File: src/rtl/segxl_pkg.sv
package segxl_pkg;
  typedef enum logic [1:0] {
    ACC_READ  = 2'd0,
    ACC_WRITE = 2'd1,
    ACC_EXEC  = 2'd2,
    ACC_RSVD  = 2'd3
  } acc_e;

  typedef enum logic [2:0] {
    FLT_NONE    = 3'd0,
    FLT_RANGE   = 3'd1,
    FLT_INVALID = 3'd2,
    FLT_LIMIT   = 3'd3,
    FLT_PERM    = 3'd4
  } fault_e;

  localparam int PERM_R = 0;
  localparam int PERM_W = 1;
  localparam int PERM_X = 2;
  localparam int PERM_W_BITS = 3;
endpackage

File: src/rtl/seg_table.sv
module seg_table
  import segxl_pkg::*;
#(
  parameter int NUM_SEG = 16,
  parameter int SEG_W   = 8,
  parameter int OFF_W   = 16,
  parameter int PA_W    = 24,
  localparam int IDX_W  = $clog2(NUM_SEG)
) (
  input  logic                   clk,
  input  logic                   rst_n,
  input  logic                   wr_en,
  input  logic [IDX_W-1:0]       wr_idx,
  input  logic [PA_W-1:0]        wr_base,
  input  logic [OFF_W-1:0]       wr_limit,
  input  logic                   wr_valid,
  input  logic [PERM_W_BITS-1:0] wr_perm,
  input  logic                   len_we,
  input  logic [SEG_W-1:0]       len_val,
  input  logic [IDX_W-1:0]       rd_idx,
  output logic [PA_W-1:0]        rd_base,
  output logic [OFF_W-1:0]       rd_limit,
  output logic                   rd_valid,
  output logic [PERM_W_BITS-1:0] rd_perm,
  output logic [SEG_W-1:0]       len_q
);
  logic [PA_W-1:0]        base_q  [NUM_SEG];
  logic [OFF_W-1:0]       limit_q [NUM_SEG];
  logic                   valid_q [NUM_SEG];
  logic [PERM_W_BITS-1:0] perm_q  [NUM_SEG];

  // One register bank per entry, each with its own decoded write enable
  for (genvar g = 0; g < NUM_SEG; g++) begin : g_ent
    logic ent_we;
    assign ent_we = wr_en && (wr_idx == IDX_W'(g));

    always_ff @(posedge clk or negedge rst_n) begin
      if (!rst_n) begin
        base_q[g]  <= '0;
        limit_q[g] <= '0;
        valid_q[g] <= 1'b0;
        perm_q[g]  <= '0;
      end else if (ent_we) begin
        base_q[g]  <= wr_base;
        limit_q[g] <= wr_limit;
        valid_q[g] <= wr_valid;
        perm_q[g]  <= wr_perm;
      end
    end
  end

  always_ff @(posedge clk or negedge rst_n) begin
    if (!rst_n)      len_q <= '0;
    else if (len_we) len_q <= len_val;
  end

  assign rd_base  = base_q[rd_idx];
  assign rd_limit = limit_q[rd_idx];
  assign rd_valid = valid_q[rd_idx];
  assign rd_perm  = perm_q[rd_idx];

  p_len_load_r9: assert property (@(posedge clk) disable iff (!rst_n)
    len_we |=> (len_q == $past(len_val)));

  p_entry_load_r9: assert property (@(posedge clk) disable iff (!rst_n)
    (wr_en && rd_idx == wr_idx) |=> (rd_idx != $past(wr_idx)) || (rd_base == $past(wr_base)));
endmodule

File: src/rtl/seg_check.sv
module seg_check
  import segxl_pkg::*;
#(
  parameter int NUM_SEG = 16,
  parameter int SEG_W   = 8,
  parameter int OFF_W   = 16,
  parameter int PA_W    = 24
) (
  input  logic [SEG_W-1:0]       seg,
  input  logic [OFF_W-1:0]       off,
  input  logic [1:0]             acc,
  input  logic [SEG_W-1:0]       len,
  input  logic [PA_W-1:0]        base,
  input  logic [OFF_W-1:0]       limit,
  input  logic                   valid,
  input  logic [PERM_W_BITS-1:0] perm,
  output logic [2:0]             fault,
  output logic [PA_W-1:0]        paddr
);
  localparam logic [SEG_W:0] SEG_CNT = (SEG_W+1)'(NUM_SEG);

  logic in_range, in_limit, perm_ok;

  always_comb begin
    in_range = (seg < len) && ({1'b0, seg} < SEG_CNT);
    in_limit = off < limit;
    unique case (acc_e'(acc))
      ACC_READ:  perm_ok = perm[PERM_R];
      ACC_WRITE: perm_ok = perm[PERM_W];
      ACC_EXEC:  perm_ok = perm[PERM_X];
      default:   perm_ok = 1'b0;
    endcase

    // Priority chain: the first failing check wins
    paddr = '0;
    if (!in_range)      fault = FLT_RANGE;
    else if (!valid)    fault = FLT_INVALID;
    else if (!in_limit) fault = FLT_LIMIT;
    else if (!perm_ok)  fault = FLT_PERM;
    else begin
      fault = FLT_NONE;
      paddr = base + PA_W'(off);
    end
  end
endmodule

File: src/rtl/seg_xlate.sv
module seg_xlate
  import segxl_pkg::*;
#(
  parameter int NUM_SEG = 16,
  parameter int SEG_W   = 8,
  parameter int OFF_W   = 16,
  parameter int PA_W    = 24,
  localparam int IDX_W  = $clog2(NUM_SEG)
) (
  input  logic             clk,
  input  logic             rst_n,
  input  logic             wr_en,
  input  logic [IDX_W-1:0] wr_idx,
  input  logic [PA_W-1:0]  wr_base,
  input  logic [OFF_W-1:0] wr_limit,
  input  logic             wr_valid,
  input  logic [2:0]       wr_perm,
  input  logic             len_we,
  input  logic [SEG_W-1:0] len_val,
  input  logic             req_valid,
  input  logic [SEG_W-1:0] req_seg,
  input  logic [OFF_W-1:0] req_off,
  input  logic [1:0]       req_acc,
  output logic             rsp_valid,
  output logic [2:0]       rsp_fault,
  output logic [PA_W-1:0]  rsp_paddr
);
  logic [PA_W-1:0]        ent_base;
  logic [OFF_W-1:0]       ent_limit;
  logic                   ent_valid;
  logic [PERM_W_BITS-1:0] ent_perm;
  logic [SEG_W-1:0]       len_q;
  logic [2:0]             chk_fault;
  logic [PA_W-1:0]        chk_paddr;

  logic             rsp_valid_d;
  logic [2:0]       rsp_fault_d;
  logic [PA_W-1:0]  rsp_paddr_d;

  seg_table #(.NUM_SEG(NUM_SEG), .SEG_W(SEG_W), .OFF_W(OFF_W), .PA_W(PA_W)) i_table (
    .clk(clk), .rst_n(rst_n),
    .wr_en(wr_en), .wr_idx(wr_idx), .wr_base(wr_base), .wr_limit(wr_limit),
    .wr_valid(wr_valid), .wr_perm(wr_perm),
    .len_we(len_we), .len_val(len_val),
    .rd_idx(req_seg[IDX_W-1:0]),
    .rd_base(ent_base), .rd_limit(ent_limit), .rd_valid(ent_valid), .rd_perm(ent_perm),
    .len_q(len_q)
  );

  seg_check #(.NUM_SEG(NUM_SEG), .SEG_W(SEG_W), .OFF_W(OFF_W), .PA_W(PA_W)) i_check (
    .seg(req_seg), .off(req_off), .acc(req_acc), .len(len_q),
    .base(ent_base), .limit(ent_limit), .valid(ent_valid), .perm(ent_perm),
    .fault(chk_fault), .paddr(chk_paddr)
  );

  always_comb begin
    rsp_valid_d = req_valid;
    rsp_fault_d = rsp_fault;
    rsp_paddr_d = rsp_paddr;
    if (req_valid) begin
      rsp_fault_d = chk_fault;
      rsp_paddr_d = chk_paddr;
    end
  end

  always_ff @(posedge clk or negedge rst_n) begin
    if (!rst_n) begin
      rsp_valid <= 1'b0;
      rsp_fault <= '0;
      rsp_paddr <= '0;
    end else begin
      rsp_valid <= rsp_valid_d;
      rsp_fault <= rsp_fault_d;
      rsp_paddr <= rsp_paddr_d;
    end
  end

  p_rsp_follows_req_r2: assert property (@(posedge clk) disable iff (!rst_n)
    req_valid |=> rsp_valid);
  p_rsp_idle_r2: assert property (@(posedge clk) disable iff (!rst_n)
    !req_valid |=> !rsp_valid);
  p_seg_range_r3: assert property (@(posedge clk) disable iff (!rst_n)
    (req_valid && (req_seg >= len_q)) |=> (rsp_fault == FLT_RANGE));
  p_fault_addr_zero_r10: assert property (@(posedge clk) disable iff (!rst_n)
    (rsp_valid && rsp_fault != FLT_NONE) |-> (rsp_paddr == '0));
  p_fault_legal_r8: assert property (@(posedge clk) disable iff (!rst_n)
    rsp_valid |-> (rsp_fault <= FLT_PERM));
endmodule

File: config.mk
export PLATFORM = sky130hd
export DESIGN_NAME = seg_xlate
export DESIGN_NICKNAME = d
export VERILOG_FILES = /design/src/rtl/segxl_pkg.sv /design/src/rtl/seg_table.sv /design/src/rtl/seg_check.sv /design/src/rtl/seg_xlate.sv
export SDC_FILE = /design/constraint.sdc
export NUM_CORES = 1
export LEC_CHECK = 0
export ABC_CLOCK_PERIOD_IN_PS = 4100
export BUFFER_PORTS_ARGS = -buffer_cell sky130_fd_sc_hd__buf_2
export CAP_MARGIN = 20
export CELL_PAD_IN_SITES_DETAIL_PLACEMENT = 2
export CELL_PAD_IN_SITES_GLOBAL_PLACEMENT = 2
export CORE_ASPECT_RATIO = 1.2
export CORE_UTILIZATION = 32
export CTS_CLUSTER_DIAMETER = 30
export DETAILED_ROUTE_END_ITERATION = 8
export GPL_TIMING_DRIVEN = 0
export PLACE_DENSITY = 0.63
export SLEW_MARGIN = 20
export SYNTH_ARGS = -nofsm -noshare
export SYNTH_HDL_FRONTEND = slang
export SYNTH_SLANG_ARGS = --single-unit
File: constraint.sdc
create_clock -name clk -period 4.1 [get_ports clk]
set_input_delay 0.41 -clock clk [delete_from_list [all_inputs] [get_ports clk]]
set_output_delay 0.41 -clock clk [all_outputs]
set_load 0.01 [all_outputs]
Word-level counts from Yosys, hierarchy flattened

Cells that the tools add are included.

Flip-flop bits (word level): 740
Input port bits: 87
Output and inout bits: 28

Add/subtract/negate cells: 1
$lt $le $gt $ge: 4
Equality and inequality tests: 17
Muxes and demuxes: 21
Bitwise gates (word level): 1
Reduce and logical (&&, ||, !) cells: 19

Operators by type and width:

| operator                                                                      | number |
|---|---|
| 24-bit two-way mux                                                            | 6 |
| 24-bit binary-select mux with 4-bit select                                    | 1 |
| 16-bit binary-select mux with 4-bit select                                    | 1 |
| 4-bit equality test (second input constant)                                   | 8 |
| 16-bit two-way mux                                                            | 2 |
| 24-bit by 16-bit adder with 24-bit output                                     | 1 |
| 3-bit two-way mux                                                             | 6 |
| 1-bit logical AND                                                             | 17 |
| 4-bit by 3-bit equality test with 1-bit output (second input constant)        | 4 |
| 16-bit less-than comparator                                                   | 1 |
| 3-bit binary-select mux with 4-bit select                                     | 1 |
| 4-bit by 2-bit equality test with 1-bit output (second input constant)        | 2 |
| 8-bit by 5-bit less-than comparator with 1-bit output (second input constant) | 1 |
| 8-bit less-than comparator                                                    | 1 |
| 5-bit greater-or-equal comparator (second input constant)                     | 1 |
| 4-bit inverter with 5-bit output                                              | 1 |
| 1-bit binary-select mux with 4-bit select                                     | 1 |
| 4-bit by 1-bit equality test with 1-bit output (second input constant)        | 1 |
| 4-bit logical NOT                                                             | 1 |
| 1-bit one-hot mux with 3 select lines                                         | 1 |
| 2-bit by 1-bit equality test with 1-bit output (second input constant)        | 1 |
| 2-bit equality test (second input constant)                                   | 1 |
| 2-bit logical NOT                                                             | 1 |
| 1-bit two-way mux                                                             | 2 |

Logic depth before layout (Yosys ltp)

Gate-level depths: netlist of the first run.

Depth after elaboration: 9
Depth in mapped cells: 19
Gate-level depth less buffers: 11

Modules after synthesis

A second synthesis of the first run with hierarchy kept.

Cell total of the unflattened synthesis: 2,230
Area, all modules: 34,430.5 µm²

By module, submodules not included:

| module    | instances | cells an instance | area each (µm²) |
|---|---|---|---|
| seg_table | 1         | 1,934             | 31,635.3 |
| seg_check | 1         | 238               | 1,664.1 |
| seg_xlate | 1         | 58                | 1,131.1 |

Least setup slack after synthesis of the first run

OpenSTA, ideal clock, no wires.

Path type: input-to-reg
From: input req_seg[1]
To: register rsp_paddr[23]
Library setup time: 0.069 ns
Arrival: 4.844 ns
Required time: 4.031 ns
Setup slack: -0.813 ns
Stages on the path: 15
Path buffers: 7
Cells stage by stage: buf_2 -> buf_2 -> buf_4 -> clkbuf_1 -> clkbuf_1 -> clkbuf_1 -> mux4_2 -> mux4_2 -> ha_1 -> clkbuf_1 -> nand4_1 -> nor4b_1 -> nor3_1 -> or4b_1 -> nand3_1

Longest elaborated chain between the ends: 9
Elaborated cells on any way between the ends: 23
Those cells by class: add/sub (1); order compare (3); mux (17); bitwise (1); reduce/logical (1)

Ends and longest elaborated chain:

| element                                                                                                        | RTL line                         | RTL |
|---|---|---|
| from (decl)                                                                                                    | seg_xlate.sv:21                  | `input logic [SEG_W-1:0] req_seg,` |
| 4-bit inverter with 5-bit output (not written as such)                                                         | --                               |  |
| 24-bit binary-select mux with 4-bit select / 3-bit binary-select mux with 4-bit select (equally long branches) | seg_table.sv:57, seg_table.sv:60 |  |
| 24-bit two-way mux (not written as such) / 3-bit two-way mux (equally long branches) (2 in a row)              | seg_table.sv:57, seg_table.sv:60 |  |
| 24-bit by 16-bit adder with 24-bit output / 1-bit one-hot mux with 3 select lines (equally long branches)      | seg_check.sv:42, seg_check.sv:27 |  |
| 24-bit two-way mux                                                                                             | seg_check.sv:39                  | `else if (!perm_ok) fault = FLT_PERM;` |
| 24-bit two-way mux                                                                                             | seg_check.sv:38                  | `else if (!in_limit) fault = FLT_LIMIT;` |
| 24-bit two-way mux                                                                                             | seg_check.sv:37                  | `else if (!valid) fault = FLT_INVALID;` |
| 24-bit two-way mux *                                                                                           | seg_check.sv:36                  | `if (!in_range) fault = FLT_RANGE;` |
| to (signal assigned)                                                                                           | seg_xlate.sv:74                  | `rsp_paddr <= rsp_paddr_d;` |
| to (decl)                                                                                                      | seg_xlate.sv:26                  | `output logic [PA_W-1:0] rsp_paddr` |

Mark *: on every way between the ends. The rest lies on a longest branch, timed or not. The select of a mux whose other input is x is not followed.
A chain may end at the register's enable or synchronous reset.

Worst setup path after layout of the first run

From: input req_seg[0]
To: register rsp_paddr[23]

The elaborated chain is that of the path after synthesis.

==> results.sh, run 1 <==
export IMPL_timing_setup_critical_path_class="input port to register"
export IMPL_place_congestion=0.788
export IMPL_nets=2623
export IMPL_fin_crit_ps=4010
export IMPL_hold_path_startpoint="wr_base[6]"
export IMPL_wire_per_inst_microns=29.1
export IMPL_whs_path_depth=2
export IMPL_die_h_microns=361
export IMPL_timing_fmax_mhz=250
export IMPL_clk_path_buf_depth=3
export IMPL_post_route_util=0.408
export IMPL_hpwl_mm=77.0
export IMPL_critPathMaxFanout=26
export IMPL_p_leak_nw=18.6
export IMPL_critPathArrivalTime_ps=4700
export IMPL_ctsHtreeMaxLevel=4
export IMPL_pre_cts_ws_ps=-2530
export IMPL_synth_seq_cells=740
export IMPL_setup_violations_final=0
export IMPL_rows=131
export IMPL_area_delta_synth_final_pct=26.4
export IMPL_r2r_start="i_table.limit_q[197]"
export IMPL_r2r_end="rsp_paddr[23]"
export IMPL_portBuffers=112
export IMPL_tightestPinTransition_ps=1200
export IMPL_postSynthAreaPerCell_sq_um=15.9
export IMPL_whs_endpoint="i_table.base_q[294]"
export IMPL_cts_root_buf="clkbuf_16"
export IMPL_slew_headroom=0.200
export IMPL_synth_seq_area_share=0.539
export IMPL_start_kind="input port"
export IMPL_core_area_sq_um=106000
export IMPL_cts_made_buffers=150
export IMPL_worst_setup_path_end_kind="register"
export IMPL_cap_viol_max_count=0
export IMPL_drt_antenna_violating_nets=0
export IMPL_avgViaCountPerCell=5.29
export IMPL_status="complete, but fails checks"
export IMPL_drv_slew=0
export IMPL_ys_async_sr_fraction=1.00
export IMPL_via_count=21200
export IMPL_skew_ps=20.5
export IMPL_synth_warnings=0
export IMPL_ff2ff_path_depth=11
export IMPL_hold_violations=0
export IMPL_place_area_sq_um=37100
export IMPL_hold_path_class="input port to register"
export IMPL_grt_antenna_before_repair=9
export IMPL_cts_sinks=740
export IMPL_synth_nets=2281
export IMPL_required_ps=4790
export IMPL_drt_iter0_drc=980
export IMPL_drtPass1Iterations=7
export IMPL_r2r_setup_slack_ps=150
export IMPL_final_area_sq_um=43400
export IMPL_drc_errors=54
export IMPL_grt_usage=0.222
export IMPL_fillers=10000
export IMPL_dieArea_sq_um=109000
export IMPL_cts_tree="yes"
export IMPL_power_density_nw_per_um2=630
export IMPL_grt_pass1_vias=25300
export IMPL_io_pins=115
export IMPL_die_w_microns=301
export IMPL_grt_pass1_wl_mm=176
export IMPL_synthCells=2155
export IMPL_drive_gt1_frac=0.519
export IMPL_grt_start_max_net_pins=102
export IMPL_ir_drop_mv=0.330
export IMPL_syn_cell_area_sq_um=34300
export IMPL_violations="DRC"
export IMPL_yosysUniqueCellTypes=65
export IMPL_synth_edf_count=0
export IMPL_period_share=0.977
export IMPL_ys_flop_type="dfrtp_1"
export IMPL_final_setup_tns_ps=0
export IMPL_initial_core_util=0.323
export IMPL_grt_overflow_total=0
export IMPL_clk_pin_slew_worst_paths_ps=50
export IMPL_layout_setup_ws_ps=93.1
export IMPL_wl_mm=117
export IMPL_clk_latency_ps=760
## worst max-delay path by stage
stage | slack, ps | startpoint | end
after floorplan | -400 | req_seg[0] | rsp_paddr[23]
after global placement | -12600 | rst_n | i_table.limit_q[24]
after detailed placement | -2530 | req_seg[1] | rsp_paddr[14]
after CTS | 10 | req_seg[2] | rsp_paddr[23]
after global routing | -30 | req_seg[0] | rsp_paddr[12]
final | 90 | req_seg[0] | rsp_paddr[23]
## cell usage after synthesis (6+ instances only)
| master | n | area (sq um) |
|---|---|---|
| o21ai_0 | 16 | 80.1 |
| a21o_1 | 10 | 75.1 |
| buf_2 | 18 | 90.1 |
| nand4_1 | 7 | 43.8 |
| a21oi_1 | 16 | 80.1 |
| nor3_1 | 11 | 55.1 |
| dfrtp_1 | 740 | 18500 |
| nand2b_1 | 9 | 56.3 |
| a211oi_1 | 6 | 45.0 |
| o22ai_1 | 8 | 50.1 |
| a22o_1 | 12 | 105 |
| inv_1 | 25 | 93.8 |
| mux2i_1 | 9 | 90.1 |
| mux2_2 | 705 | 7940 |
| nand2_1 | 25 | 93.8 |
| xnor2_1 | 11 | 96.3 |
| nor2_1 | 33 | 124 |
| nor2b_1 | 6 | 37.5 |
| o2bb2ai_1 | 11 | 96.3 |
| xor2_1 | 7 | 61.3 |
| ha_1 | 38 | 475 |
| o211ai_1 | 6 | 45.0 |
| mux4_1 | 22 | 578 |
| clkbuf_1 | 129 | 484 |
| mux4_2 | 188 | 4230 |
| buf_1 | 18 | 67.6 |
## state kept, by name, indices dropped and copies added (netlist names)
signal,flops
i_table.limit_q,256
rsp_valid,1
i_table.perm_q,48
rsp_paddr,24
i_table.len_q,8
rsp_fault,3
i_table.base_q,384
i_table.valid_q,16
## kinds of logic (layout without fill, tap and decap cells)
family | Yosys count | after routing | synth area share
XOR/XNOR | 18 | 18 | 0.00459
buffers and inverters | 202 | 666 | 0.0257
multiplexers | 924 | 924 | 0.374
adder cells (fa/ha/maj) | 39 | 39 | 0.0144
flip-flops | 740 | 740 | 0.539
AND/OR/NAND/NOR | 117 | 117 | 0.0180
other | 0 | 4 | 0
AO/OA/AOI/OAI | 115 | 115 | 0.0241
## final cells by class
cell class              count  area (sq um)  share of cell area
diodes                      4          10.0            0.000231
plain buffers             169          1120              0.0258
clock buffers             200          4210              0.0971
clock inverters            74          1130              0.0261
inverters                  28           108             0.00248
multi-input cells        1213         15000               0.346
flip-flops and latches    740         18500               0.427
well taps                1396          1750              0.0403
repair buffers            195          1530              0.0352
## per-layer routing
metal,GRT usage,wire [microns],up-vias
met5,0,71,-
met4,0.0803,3500,12
met3,0.0408,4020,221
met2,0.385,60400,434
met1,0.274,48800,11700
li1,-,-,8861
## where the power goes
group	switching, mW	internal [mW]
sequential	0.887	8.95
combinational	2.03	2.58
clock	4.21	8.67
## stage by stage
stage          std cells  hold WS, ps  power (mW)
4_1_cts             4013         2.08        27.6
6_report            4019         40.9        27.3
5_1_grt             4015         21.3        28.4
3_5_place_dp        3675          479        14.4
3_3_place_gp        3663          479        14.0
2_1_floorplan       2155          114        12.8
## what timing repair did
action | 4_1_cts | 5_1_grt
resized for setup | 68 | 11
pin swaps | 5 | 3
setup endpoints to repair | 27 | 13
gates cloned | 0 | 0
endpoints found under the hold margin | 330 | 0
buffers inserted | 12 | 2
hold buffers | 56 | 0
## layout by cell type, fill, tap and decap left out, types with 15 or more instances in the layout
master | synthesis | final
buf_4 | 3 | 17
clkbuf_8 | 0 | 37
a21oi_1 | 16 | 15
inv_1 | 25 | 23
dlygate4sd3_1 | 0 | 56
ha_1 | 38 | 36
clkinv_2 | 0 | 21
clkbuf_16 | 0 | 151
mux4_2 | 188 | 188
nor2_1 | 33 | 29
mux4_1 | 22 | 22
clkbuf_1 | 129 | 125
bufinv_16 | 0 | 23
dfrtp_1 | 740 | 740
buf_2 | 18 | 113
nand2_1 | 25 | 24
mux2_2 | 705 | 705
## critical path, cell delays in order
cell	delay [ps]
buf_16	200
buf_16	150
buf_12	170
buf_16	160
mux4_2	520
mux4_2	510
inv_4	110
ha_1	260
a21o_1	200
a21o_1	160
a211o_1	250
a2111o_1	540
nor4b_4	420
or4b_1	480
nand3_1	80
(Power assumes the default switching activity.)
==> run 2, diff against run 1 <==
--- a/config.mk
+++ b/config.mk
@@ -5,6 +5,7 @@
 export SDC_FILE = /design/constraint.sdc
 export NUM_CORES = 1
 export LEC_CHECK = 0
+export ABC_AREA = 1
 export ABC_CLOCK_PERIOD_IN_PS = 4100
 export BUFFER_PORTS_ARGS = -buffer_cell sky130_fd_sc_hd__buf_2
 export CAP_MARGIN = 20
@@ -15,7 +16,7 @@
 export CTS_CLUSTER_DIAMETER = 30
 export DETAILED_ROUTE_END_ITERATION = 8
 export GPL_TIMING_DRIVEN = 0
-export PLACE_DENSITY = 0.63
+export PLACE_DENSITY = 0.73
 export SLEW_MARGIN = 20
 export SYNTH_ARGS = -nofsm -noshare
 export SYNTH_HDL_FRONTEND = slang
==> results.sh, run 2 <==
export IMPL_status="complete, no violations"
export IMPL_grt_overflow_total=0
export IMPL_p_switching_mw=8.15
export IMPL_post_route_util=0.415
export IMPL_synth_warnings=0
export IMPL_required_ps=4800
export IMPL_grt_use_met1=0.396
export IMPL_cts_made_buffers=192
export IMPL_drt_antenna_violating_nets=0
export IMPL_timing_setup_critical_path_class="input port to register"
export IMPL_drc_errors=0
export IMPL_synthCells=4020
export IMPL_yosysMostFrequentCell="o21ai_0"
export IMPL_start_kind="input port"
export IMPL_power_frac_seq=0.337
export IMPL_wire_per_inst_microns=30.2
export IMPL_cpPeakStageDelay_ps=340
export IMPL_yosysTopAreaCellShare=0.545
export IMPL_avgViaCountPerCell=5.75
export IMPL_synth_nets=4146
export IMPL_drt_iter0_drc=2443
export IMPL_die_h_microns=359
export IMPL_hold_path_class="input port to register"
export IMPL_ir_drop_mv=0.402
export IMPL_grt_busiest_layer="met2"
export IMPL_largest_registers="i_table.base_q x384, i_table.limit_q x256, i_table.perm_q x48"
export IMPL_p_leak_nw=20.2
export IMPL_clk_latency_ps=780
export IMPL_dieArea_sq_um=107000
export IMPL_cts_root_buf="clkbuf_16"
export IMPL_nets=4479
export IMPL_synth_commonest_cells="o21ai_0, nand2_1, dfrtp_1"
export IMPL_yosysUniqueCellTypes=50
export IMPL_rows=130
export IMPL_drtPass1Iterations=5
export IMPL_critPathSlowestCell="ha_1"
export IMPL_cts_tree="yes"
export IMPL_cap_viol_max_count=0
export IMPL_path_buf_inv=9
export IMPL_synth_edf_count=0
export IMPL_largest_reg_flops=384
export IMPL_fin_crit_ps=4050
export IMPL_netSwitchingFraction=0.286
export IMPL_grt_use_met3=0.0640
export IMPL_tightestPinTransition_ps=1240
export IMPL_hpwl_mm=120
export IMPL_internal_power_mw=20.4
export IMPL_grtUsageMet2=0.536
export IMPL_grt_pass1_vias=37700
export IMPL_via_count=33900
export IMPL_synth_seq_cells=740
export IMPL_drv_slew=0
export IMPL_ys_flop_type="dfrtp_1"
export IMPL_cts_sinks=740
export IMPL_mostFrequentLayoutCells="o21ai_0, nand2_1, dfrtp_1"
export IMPL_grt_pass1_wl_mm=258
export IMPL_area_delta_synth_final_pct=28.3
export IMPL_core_area_sq_um=105000
export IMPL_ys_async_sr_fraction=1.00
export IMPL_placedCellCount=5527
export IMPL_wl_mm=178
export IMPL_finalPower_mw=28.6
export IMPL_worst_setup_path_end_kind="register"
export IMPL_clk_pin_slew_worst_paths_ps=50
export IMPL_synth_seq_area_share=0.545
export IMPL_fillers=11500
export IMPL_power_density_nw_per_um2=655
export IMPL_critPathArrivalTime_ps=4760
export IMPL_worst_path_most_repeated_cell="nand2_1"
export IMPL_grt_antenna_before_repair=9
export IMPL_skew_ps=20.7
export IMPL_layout_setup_ws_ps=48.9
export IMPL_period_share=0.988
export IMPL_pre_cts_ws_ps=-1700
export IMPL_postSynthAreaPerCell_sq_um=8.45
export IMPL_final_common_cell="o21ai_0"
export IMPL_final_cells=5899
export IMPL_grt_start_max_net_pins=92
export IMPL_synth_largest_area_cell="dfrtp_1"
export IMPL_drive_gt1_frac=0.133
export IMPL_crit_chain="buf_2, inv_2, buf_4, buf_4, clkbuf_4, buf_4, o21ai_0, o22ai_1, o211ai_1, nand2_1, inv_1, ha_1, nand2_1, nor2_1, a211oi_1, o221a_2, nand3_4, inv_2, buf_6, nand2_1, nand2_1"
export IMPL_top_register="i_table.base_q"
export IMPL_io_pins=115
export IMPL_die_w_microns=299
export IMPL_postCtsSetupRepairBufs=0
export IMPL_slew_headroom=0.171
export IMPL_timing_fmax_mhz=247
export IMPL_clk_path_buf_depth=3
export IMPL_setup_violations_final=0
export IMPL_hold_violations=0
export IMPL_cp_top_family="buffers and inverters"
export IMPL_place_congestion=0.892
export IMPL_initial_core_util=0.324
export IMPL_p_clk_frac=0.534
export IMPL_portBuffers=112
export IMPL_combPwrFrac=0.129
export IMPL_syn_cell_area_sq_um=34000
export IMPL_critPathMaxFanout=10
export IMPL_ctsHtreeMaxLevel=4
export IMPL_grt_usage=0.331
export IMPL_synth_area_top_cells="dfrtp_1, o21ai_0, nand2_1"
## run 2: worst reg2reg max path: cells and delay by family (launching register included)
kind / cells / cell delay [ps]
AND/OR/NAND/NOR: 11 / 1350
AO/OA/AOI/OAI: 4 / 850
adder cells (fa/ha/maj): 2 / 740
flip-flops: 1 / 370
## run 2: cells by family (layout without fill, tap and decap cells)
family / count (synthesis) / count (layout) / synth area share
and+or+nand+nor: 1465 / 1465 / 0.169
AOI/OAI and AO/OA: 1314 / 1314 / 0.212
other: 0 / 2 / 0
xor gates and xnor gates: 7 / 7 / 0.00180
DFF: 740 / 740 / 0.545
adders and majority gates: 39 / 39 / 0.0146
buffers and inverters: 455 / 946 / 0.0570
## run 2: metal layers
| layer | vias to the layer above | part of all wire |
|---|---|---|
| met1 | 17700 | 0.39 |
| met3 | 545 | 0.061 |
| met5 | - | 0.00015 |
| li1 | 14300 | - |
| met4 | 4 | 0.074 |
| met2 | 1315 | 0.47 |
## run 2: stage by stage
step | cell area, sq um | setup TNS [ps] | hold slack [ps]
after global routing | 43600 | -23.0 | 37.6
after global placement | 36300 | - | 459
after floorplan | 34000 | 0 | 114
after detailed placement | 36500 | -38420 | 420
final | 43600 | 0 | 22.4
after CTS | 43400 | 0 | 6.78
## run 2: layout make-up
cell class	instances	area, sq um	share of cell area
Timing Repair Buffer	144	1050	0.0242
Clock buffer	279	5650	0.130
Buffer	332	1680	0.0386
Sequential cell	740	18500	0.425
Antenna cell	2	5.00	0.000115
Inverter	118	458	0.0105
Multi-Input combinational cell	2825	13600	0.311
Clock inverter	73	908	0.0208
Tap cell	1386	1730	0.0398
## run 2: repair_timing
action                     4_1_cts  5_1_grt
hold buffers                    22        0
gates resized for setup         79       76
setup endpoints to repair       27       25
hold endpoints to repair        90        0
## run 2: path summary, 6_finish.rpt
kind | from | end | slack [ps] | cells after the start
worst max-delay path | req_seg[1] | rsp_paddr[21] | 50 | 21
worst min-delay path | wr_base[2] | i_table.base_q[290] | 20 | 3
worst max register to register | i_table.base_q[216] | rsp_paddr[18] | 740 | 17
worst min register to register | rsp_paddr[10] | rsp_paddr[10] | 470 | 2
max in group asynchronous | rst_n | i_table.limit_q[225] | 1770 | 6
min in group asynchronous | rst_n | i_table.base_q[293] | 200 | 2
## run 2: power groups by stage
stage          Combinational [mW]  Clock, mW  Sequential [mW]
3_3_place_gp                 3.29          0             9.59
2_1_floorplan                2.14          0             9.38
3_5_place_dp                 3.51          0             9.63
4_1_cts                      3.65       15.3             9.59
6_report                     3.68       15.3             9.62
5_1_grt                      4.09       15.7             9.74
